==> src/rtl/i2c_tgt_pkg.sv <==
package i2c_tgt_pkg;
  localparam int BYTE_W = 8;

  typedef enum logic [3:0] {
    ST_IDLE,
    ST_ADDR,
    ST_ADDR_ACK,
    ST_RX,
    ST_RX_ACK,
    ST_TX_WAIT,
    ST_TX,
    ST_TX_ACK,
    ST_SKIP
  } tgt_state_t;
endpackage

==> src/rtl/i2c_line_sync.sv <==
module i2c_line_sync #(
  parameter int LINES  = 2,
  parameter int STAGES = 2
) (
  input  logic             clk,
  input  logic             rst,
  input  logic [LINES-1:0] pad_i,
  output logic [LINES-1:0] lvl_o,
  output logic [LINES-1:0] rise_o,
  output logic [LINES-1:0] fall_o
);
  genvar g;
  generate
    for (g = 0; g < LINES; g++) begin : g_line
      logic [STAGES:0] sh;
      always_ff @(posedge clk) begin
        if (rst) sh <= '1;
        else     sh <= {sh[STAGES-1:0], pad_i[g]};
      end
      assign lvl_o[g]  = sh[STAGES-1];
      assign rise_o[g] = sh[STAGES-1] & ~sh[STAGES];
      assign fall_o[g] = ~sh[STAGES-1] & sh[STAGES];
    end
  endgenerate
endmodule

==> src/rtl/i2c_tgt_core.sv <==
module i2c_tgt_core
  import i2c_tgt_pkg::*;
#(
  parameter logic [6:0] OWN_ADDR = 7'h5A
) (
  input  logic              clk,
  input  logic              rst,
  input  logic              scl_lvl,
  input  logic              scl_rise,
  input  logic              scl_fall,
  input  logic              sda_lvl,
  input  logic              sda_rise,
  input  logic              sda_fall,
  input  logic              wr_en,
  input  logic [BYTE_W-1:0] wr_data,
  input  logic              rd_en,
  input  logic              rel_set,
  input  logic              irq_clr,
  input  logic              ovf_clr,
  output logic              scl_oe,
  output logic              sda_oe,
  output logic [BYTE_W-1:0] buf_q,
  output logic              bf,
  output logic              rw,
  output logic              ovf,
  output logic              irq
);
  localparam logic [3:0] LAST_RX = 4'(BYTE_W);
  localparam logic [3:0] LAST_TX = 4'(BYTE_W - 1);

  tgt_state_t        state;
  logic [3:0]        cnt;
  logic [BYTE_W-1:0] shreg;
  logic              loaded;
  logic              nack;
  logic              start;
  logic              stop;

  assign start = scl_lvl & sda_fall;
  assign stop  = scl_lvl & sda_rise;

  always_ff @(posedge clk) begin
    if (rst) begin
      state  <= ST_IDLE;
      cnt    <= '0;
      shreg  <= '0;
      buf_q  <= '0;
      bf     <= 1'b0;
      rw     <= 1'b0;
      ovf    <= 1'b0;
      irq    <= 1'b0;
      sda_oe <= 1'b0;
      scl_oe <= 1'b0;
      loaded <= 1'b0;
      nack   <= 1'b0;
    end else begin
      if (irq_clr) irq <= 1'b0;
      if (ovf_clr) ovf <= 1'b0;
      if (rd_en)   bf  <= 1'b0;
      if (start) begin
        state  <= ST_ADDR;
        cnt    <= '0;
        sda_oe <= 1'b0;
        scl_oe <= 1'b0;
      end else if (stop) begin
        state  <= ST_IDLE;
        sda_oe <= 1'b0;
        scl_oe <= 1'b0;
      end else begin
        case (state)
          ST_ADDR, ST_RX: begin
            if (scl_rise && cnt < LAST_RX) begin
              shreg <= {shreg[BYTE_W-2:0], sda_lvl};
              cnt   <= cnt + 4'd1;
            end else if (scl_fall && cnt == LAST_RX) begin
              cnt <= '0;
              if (state == ST_ADDR) begin
                if (shreg[BYTE_W-1:1] == OWN_ADDR) begin
                  sda_oe <= 1'b1;
                  rw     <= shreg[0];
                  if (shreg[0]) buf_q <= shreg;
                  state  <= ST_ADDR_ACK;
                end else begin
                  state <= ST_SKIP;
                end
              end else if (bf) begin
                ovf   <= 1'b1;
                state <= ST_RX_ACK;
              end else begin
                buf_q  <= shreg;
                bf     <= 1'b1;
                sda_oe <= 1'b1;
                state  <= ST_RX_ACK;
              end
            end
          end
          ST_ADDR_ACK: begin
            if (scl_fall) begin
              sda_oe <= 1'b0;
              irq    <= 1'b1;
              if (rw) begin
                scl_oe <= 1'b1;
                loaded <= 1'b0;
                state  <= ST_TX_WAIT;
              end else begin
                state <= ST_RX;
              end
            end
          end
          ST_RX_ACK: begin
            if (scl_fall) begin
              sda_oe <= 1'b0;
              irq    <= 1'b1;
              state  <= ST_RX;
            end
          end
          ST_TX_WAIT: begin
            if (wr_en) begin
              buf_q  <= wr_data;
              shreg  <= wr_data;
              bf     <= 1'b1;
              loaded <= 1'b1;
            end else if (rel_set && loaded) begin
              scl_oe <= 1'b0;
              sda_oe <= ~shreg[BYTE_W-1];
              bf     <= 1'b0;
              cnt    <= '0;
              state  <= ST_TX;
            end
          end
          ST_TX: begin
            if (scl_fall) begin
              if (cnt == LAST_TX) begin
                sda_oe <= 1'b0;
                state  <= ST_TX_ACK;
              end else begin
                sda_oe <= ~shreg[BYTE_W-2];
                shreg  <= {shreg[BYTE_W-2:0], 1'b0};
                cnt    <= cnt + 4'd1;
              end
            end
          end
          ST_TX_ACK: begin
            if (scl_rise) begin
              nack <= sda_lvl;
            end else if (scl_fall) begin
              irq <= 1'b1;
              if (nack) begin
                rw    <= 1'b0;
                bf    <= 1'b0;
                state <= ST_IDLE;
              end else begin
                scl_oe <= 1'b1;
                loaded <= 1'b0;
                state  <= ST_TX_WAIT;
              end
            end
          end
          default: ;
        endcase
      end
    end
  end

  AST_STRETCH_HOLD: assert property (@(posedge clk) disable iff (rst)
    (scl_oe && !rel_set && !start && !stop) |=> scl_oe);
  AST_OVF_NO_ACK: assert property (@(posedge clk) disable iff (rst)
    $rose(ovf) |-> !sda_oe);
  AST_IRQ_STICKY: assert property (@(posedge clk) disable iff (rst)
    (irq && !irq_clr) |=> irq);
  AST_TX_SDA_STABLE: assert property (@(posedge clk) disable iff (rst)
    (state == ST_TX && $past(state) == ST_TX && scl_lvl && $past(scl_lvl))
      |-> $stable(sda_oe));
  AST_BF_READ: assert property (@(posedge clk) disable iff (rst)
    (rd_en && !scl_fall && !wr_en) |=> !bf);
  AST_SKIP_QUIET: assert property (@(posedge clk) disable iff (rst)
    (state == ST_SKIP) |-> (!sda_oe && !scl_oe));
endmodule

==> src/rtl/i2c_tgt_stretch.sv <==
module i2c_tgt_stretch
  import i2c_tgt_pkg::*;
#(
  parameter logic [6:0] OWN_ADDR    = 7'h5A,
  parameter int         SYNC_STAGES = 2
) (
  input  logic              clk,
  input  logic              rst,
  input  logic              scl_i,
  input  logic              sda_i,
  output logic              scl_oe_o,
  output logic              sda_oe_o,
  input  logic              host_wr_i,
  input  logic [BYTE_W-1:0] host_wdata_i,
  input  logic              host_rd_i,
  input  logic              host_rel_i,
  input  logic              irq_clr_i,
  input  logic              ovf_clr_i,
  output logic [BYTE_W-1:0] buf_o,
  output logic              buf_full_o,
  output logic              rw_o,
  output logic              ovf_o,
  output logic              irq_o
);
  logic [1:0] lvl, rise, fall;

  i2c_line_sync #(.LINES(2), .STAGES(SYNC_STAGES)) i_sync (
    .clk    (clk),
    .rst    (rst),
    .pad_i  ({sda_i, scl_i}),
    .lvl_o  (lvl),
    .rise_o (rise),
    .fall_o (fall)
  );

  i2c_tgt_core #(.OWN_ADDR(OWN_ADDR)) i_core (
    .clk      (clk),
    .rst      (rst),
    .scl_lvl  (lvl[0]),
    .scl_rise (rise[0]),
    .scl_fall (fall[0]),
    .sda_lvl  (lvl[1]),
    .sda_rise (rise[1]),
    .sda_fall (fall[1]),
    .wr_en    (host_wr_i),
    .wr_data  (host_wdata_i),
    .rd_en    (host_rd_i),
    .rel_set  (host_rel_i),
    .irq_clr  (irq_clr_i),
    .ovf_clr  (ovf_clr_i),
    .scl_oe   (scl_oe_o),
    .sda_oe   (sda_oe_o),
    .buf_q    (buf_o),
    .bf       (buf_full_o),
    .rw       (rw_o),
    .ovf      (ovf_o),
    .irq      (irq_o)
  );
endmodule

==> config.mk <==
export PLATFORM = sky130hd
export DESIGN_NAME = i2c_tgt_stretch
export DESIGN_NICKNAME = d
export VERILOG_FILES = /design/src/rtl/i2c_tgt_pkg.sv /design/src/rtl/i2c_line_sync.sv /design/src/rtl/i2c_tgt_core.sv /design/src/rtl/i2c_tgt_stretch.sv
export SDC_FILE = /design/constraint.sdc
export NUM_CORES = 1
export LEC_CHECK = 0
export ABC_AREA = 0
export BUFFER_PORTS_ARGS = -buffer_cell sky130_fd_sc_hd__buf_2
export CORE_ASPECT_RATIO = 0.9
export CORE_MARGIN = 2
export CORE_UTILIZATION = 40
export CTS_CLUSTER_DIAMETER = 40
export DETAILED_ROUTE_END_ITERATION = 10
export GPL_TIMING_DRIVEN = 1
export SETUP_SLACK_MARGIN = 0.5
export SLEW_MARGIN = 20
export SYNTH_ARGS = -nofsm -noshare
export SYNTH_HDL_FRONTEND = slang
export SYNTH_HIERARCHICAL = 1
export SYNTH_SLANG_ARGS = --single-unit
==> constraint.sdc <==
create_clock -name clk -period 1.93 [get_ports clk]
set_input_delay 0.2895 -clock clk [delete_from_list [all_inputs] [get_ports clk]]
set_output_delay 0.2895 -clock clk [all_outputs]
set_load 0.05 [all_outputs]
==> reports/metrics.cfg <==
[run_status]
run_status=complete, no violations

[global_route]
grt_use_total_pct=23.0
global_route.overflow_total=0
initial_antenna_violation_count=0
pin_count_of_the_biggest_net_entering_global_routing=19
grt_pass1_wl_um=11400
via_count_of_the_first_global_routing_pass=2223

[power]
power.share.switching_pct=26.8
leakagePower_nw=1.32
max-vdd-ir-drop_v=0.000359
part_of_the_total_power_dissipated_in_combinational_logic_pct=17.6
share_seq_of_total_power_pct=44.0
internal-power_w=0.00138
clock_power_share_pct=38.5
power.density_cell_area_mw_per_mm2=548
net_switching_w=0.000503

[final_layout]
insertedDiodeCount=0
fill_cells=424
seq_area_um2=787
multi_input_area_mm2=0.00167
area_growth_pct=51.4
drive_above_1_share_pct=50.7
stdcell_count=414
net_count_final=366
final_design_area_no_fill_mm2=0.00343

[critical_path]
path_delay_family=compound AO/OA/AOI/OAI gates
worstPathCellList=nand4bb_4, or3_4, a211oi_4, buf_6, a21oi_2, a311oi_2
cp-end-kind=flip-flop
path_max_fanout=5
slowest_stage_cell_cp=or3_4
crit_path_max_incr_delay_ns=0.38
cp.required_ns=2.14
number_of_buffers_and_inverters_on_the_critical_path=1
cp.arrival_ns=2.09
start_kind=flip-flop
timing_worst_setup_path_type=flip-flop to flip-flop

[yosys]
netlist_top_cells_count=dfxtp_1 (38), nand2_1 (26), nor2_1 (24)
seq_area_frac_synth_pct=33.6
netlist_top_cells_area=dfxtp_1 (34%), a311oi_1 (5.4%), a21oi_1 (5.1%)
synth-edff-count=0
synth-warning-count=6
synthesized_area_per_cell_um2=8.55
syn-cell-area_mm2=0.00227
syn-num-nets=284
syn-instance-count=265
netlist.area_leader.share_pct=33.6
synth.ff_latch_count=38
yosys.cell_count.top_type=dfxtp_1
synth.largest_area_cell=dfxtp_1
synthDistinctLibCells=63
asyncSetResetFlopFracSynth_pct=0
synth_ff_type=dfxtp_1

[cts]
ctsLongestPathBuffers=2
ctsHtreeMaxLevel=2
cts_tree=yes
path_clk_slew_ns=0.08
cts.sink_count=38
cts_hold_buffers=0
clk-insertion-delay-late_ns=0.31
cts-root-buf=clkbuf_8
cts_buffer_count=5

[detailed_routing]
routed-wl-met3_um=494
routedLengthMet1_um=3530
route.vias.total=2405
routed-wl-met2_um=3290
avgRoutedWirePerCell_um=18.0
maxUsedRoutingLayer=met4
drt_first_iter_violations=149
remaining_drc_errors=0
detail_route.vias_per_cell=5.81
antenna_left=0
drt_wl_total_um=7470
detail_route.first_pass.iterations=5

[floorplan]
die_area_mm2=0.00628
fp.coreArea_mm2=0.00535
floorplan.initialDensity_pct=42.4
floorplan.io_pins=31
row_count=25
die_h_um=75.4
chipWidth_um=83.3

[sta]
final_min_period_over_clock_period_pct=97.4
timing.max_slew.rel_slack_pct=78.8
finalMaxSlewViolations=0
timing_worst_slew_pin_value_ns=0.315
hold_violations=0
rsz_0062_raised_after_global_routing=true
maxClockFrequency_mhz=532
final_period_minus_worst_setup_slack_ns=1.88
finClkSkew_ns=0.0144
finalSetupViolCount=0

[hold_path]
hold_path_class=input pin to flip-flop

[place]
placed_cells=374
post-dp-hpwl_um=4630
globalplace.congestion=0.866
port_buffers=30
post_dp_cell_area_mm2=0.00275

[run]
max_cap_viol_count=0

## power groups by stage
stage | Clock [W] | Sequential [W] | Combinational (W)
final | 0.000723 | 0.000826 | 0.000330
after global routing | 0.000764 | 0.000829 | 0.000350
after CTS | 0.000719 | 0.000822 | 0.000281
after detailed placement | 0 | 0.000844 | 0.000218
after global placement | 0 | 0.000843 | 0.000215
after floorplan | 0 | 0.000846 | 0.000144
## logic make-up after synthesis
| group | after synthesis | share of synthesized area (%) |
|---|---|---|
| adder cells (fa/ha/maj) | 2 | 1.10 |
| multiplexers | 4 | 1.77 |
| flip-flops | 38 | 33.6 |
| AND/OR/NAND/NOR | 116 | 30.1 |
| XOR/XNOR | 1 | 0.387 |
| AO/OA/AOI/OAI | 77 | 26.6 |
| buffers and inverters | 27 | 6.46 |
## flip-flops by register name, summed over array words and instances, names as in the netlist
| register | count |
|---|---|
| i_core/ovf | 1 |
| i_core/loaded | 1 |
| i_core/irq | 1 |
| i_core/rw | 1 |
| i_core/bf | 1 |
| i_sync/g_line.sh | 6 |
| i_core/state | 4 |
| i_core/nack | 1 |
| i_core/cnt | 4 |
| i_core/scl_oe | 1 |
| i_core/shreg | 8 |
| i_core/buf_q | 8 |
| i_core/sda_oe | 1 |
## final timing paths
check | slack [ns] | from | to | depth (start not counted)
max | 0.05 | i_core/shreg[1] | i_core/buf_q[2] | 6
min | 0.16 | sda_i | i_sync/g_line[1].sh[0] | 2
max reg2reg | 0.05 | i_core/shreg[1] | i_core/buf_q[2] | 6
min reg2reg | 0.40 | i_sync/g_line[1].sh[0] | i_sync/g_line[1].sh[1] | 1
## worst reg2reg max path, delay by kind of cell, from the launching register on
kind            cells  cell delay [ns]
compound gates      3             0.64
simple gates        2             0.62
buf+inv             1             0.18
flops               1             0.35
## final cells by class
type	count	share of cell area, %
inverter	7	0.766
timing repair buffer	95	21.7
sequential	38	22.9
tap	67	2.44
clock inverter	1	0.876
multi-input combinational	200	48.8
clock buffer	6	2.41
## through the flow
stage          util [%]  total power, W  hold WS, ns   TNS, ns  setup WS, ns
3_5_place_dp       51.3         0.00106        0.387         0        0.0555
5_1_grt            64.1         0.00194        0.174  -0.00972      -0.00665
4_1_cts            60.4         0.00182        0.164         0        0.0972
6_report           64.1         0.00188        0.162         0        0.0507
3_3_place_gp       51.3         0.00106        0.384         0        0.0417
2_1_floorplan         -        0.000990        0.383         0         0.183
## placed cells by master (no fill, tap or decap), types with 7 or more instances in the layout
cell and n:
a21oi_1 21, a311oi_1 8, a311oi_2 10, buf_2 31
buf_4 46, buf_6 12, dfxtp_1 25, dfxtp_2 9
nand2_1 26, nor2_1 17, nor2_4 7
## metal layers
layer,vias to the layer above,GRT usage (%)
li1,1139,-
met1,1148,32.4
met2,99,35.6
met3,19,4.98
met4,0,7.65
met5,-,0
## what timing repair did
item / in CTS / in global routing
gates cloned: 1 / 1
resized for setup: 45 / 29
setup endpoints to repair: 32 / 30
setup buffers: 26 / 5
pin swaps: 29 / 12
Power figures use the tool's default switching activity.
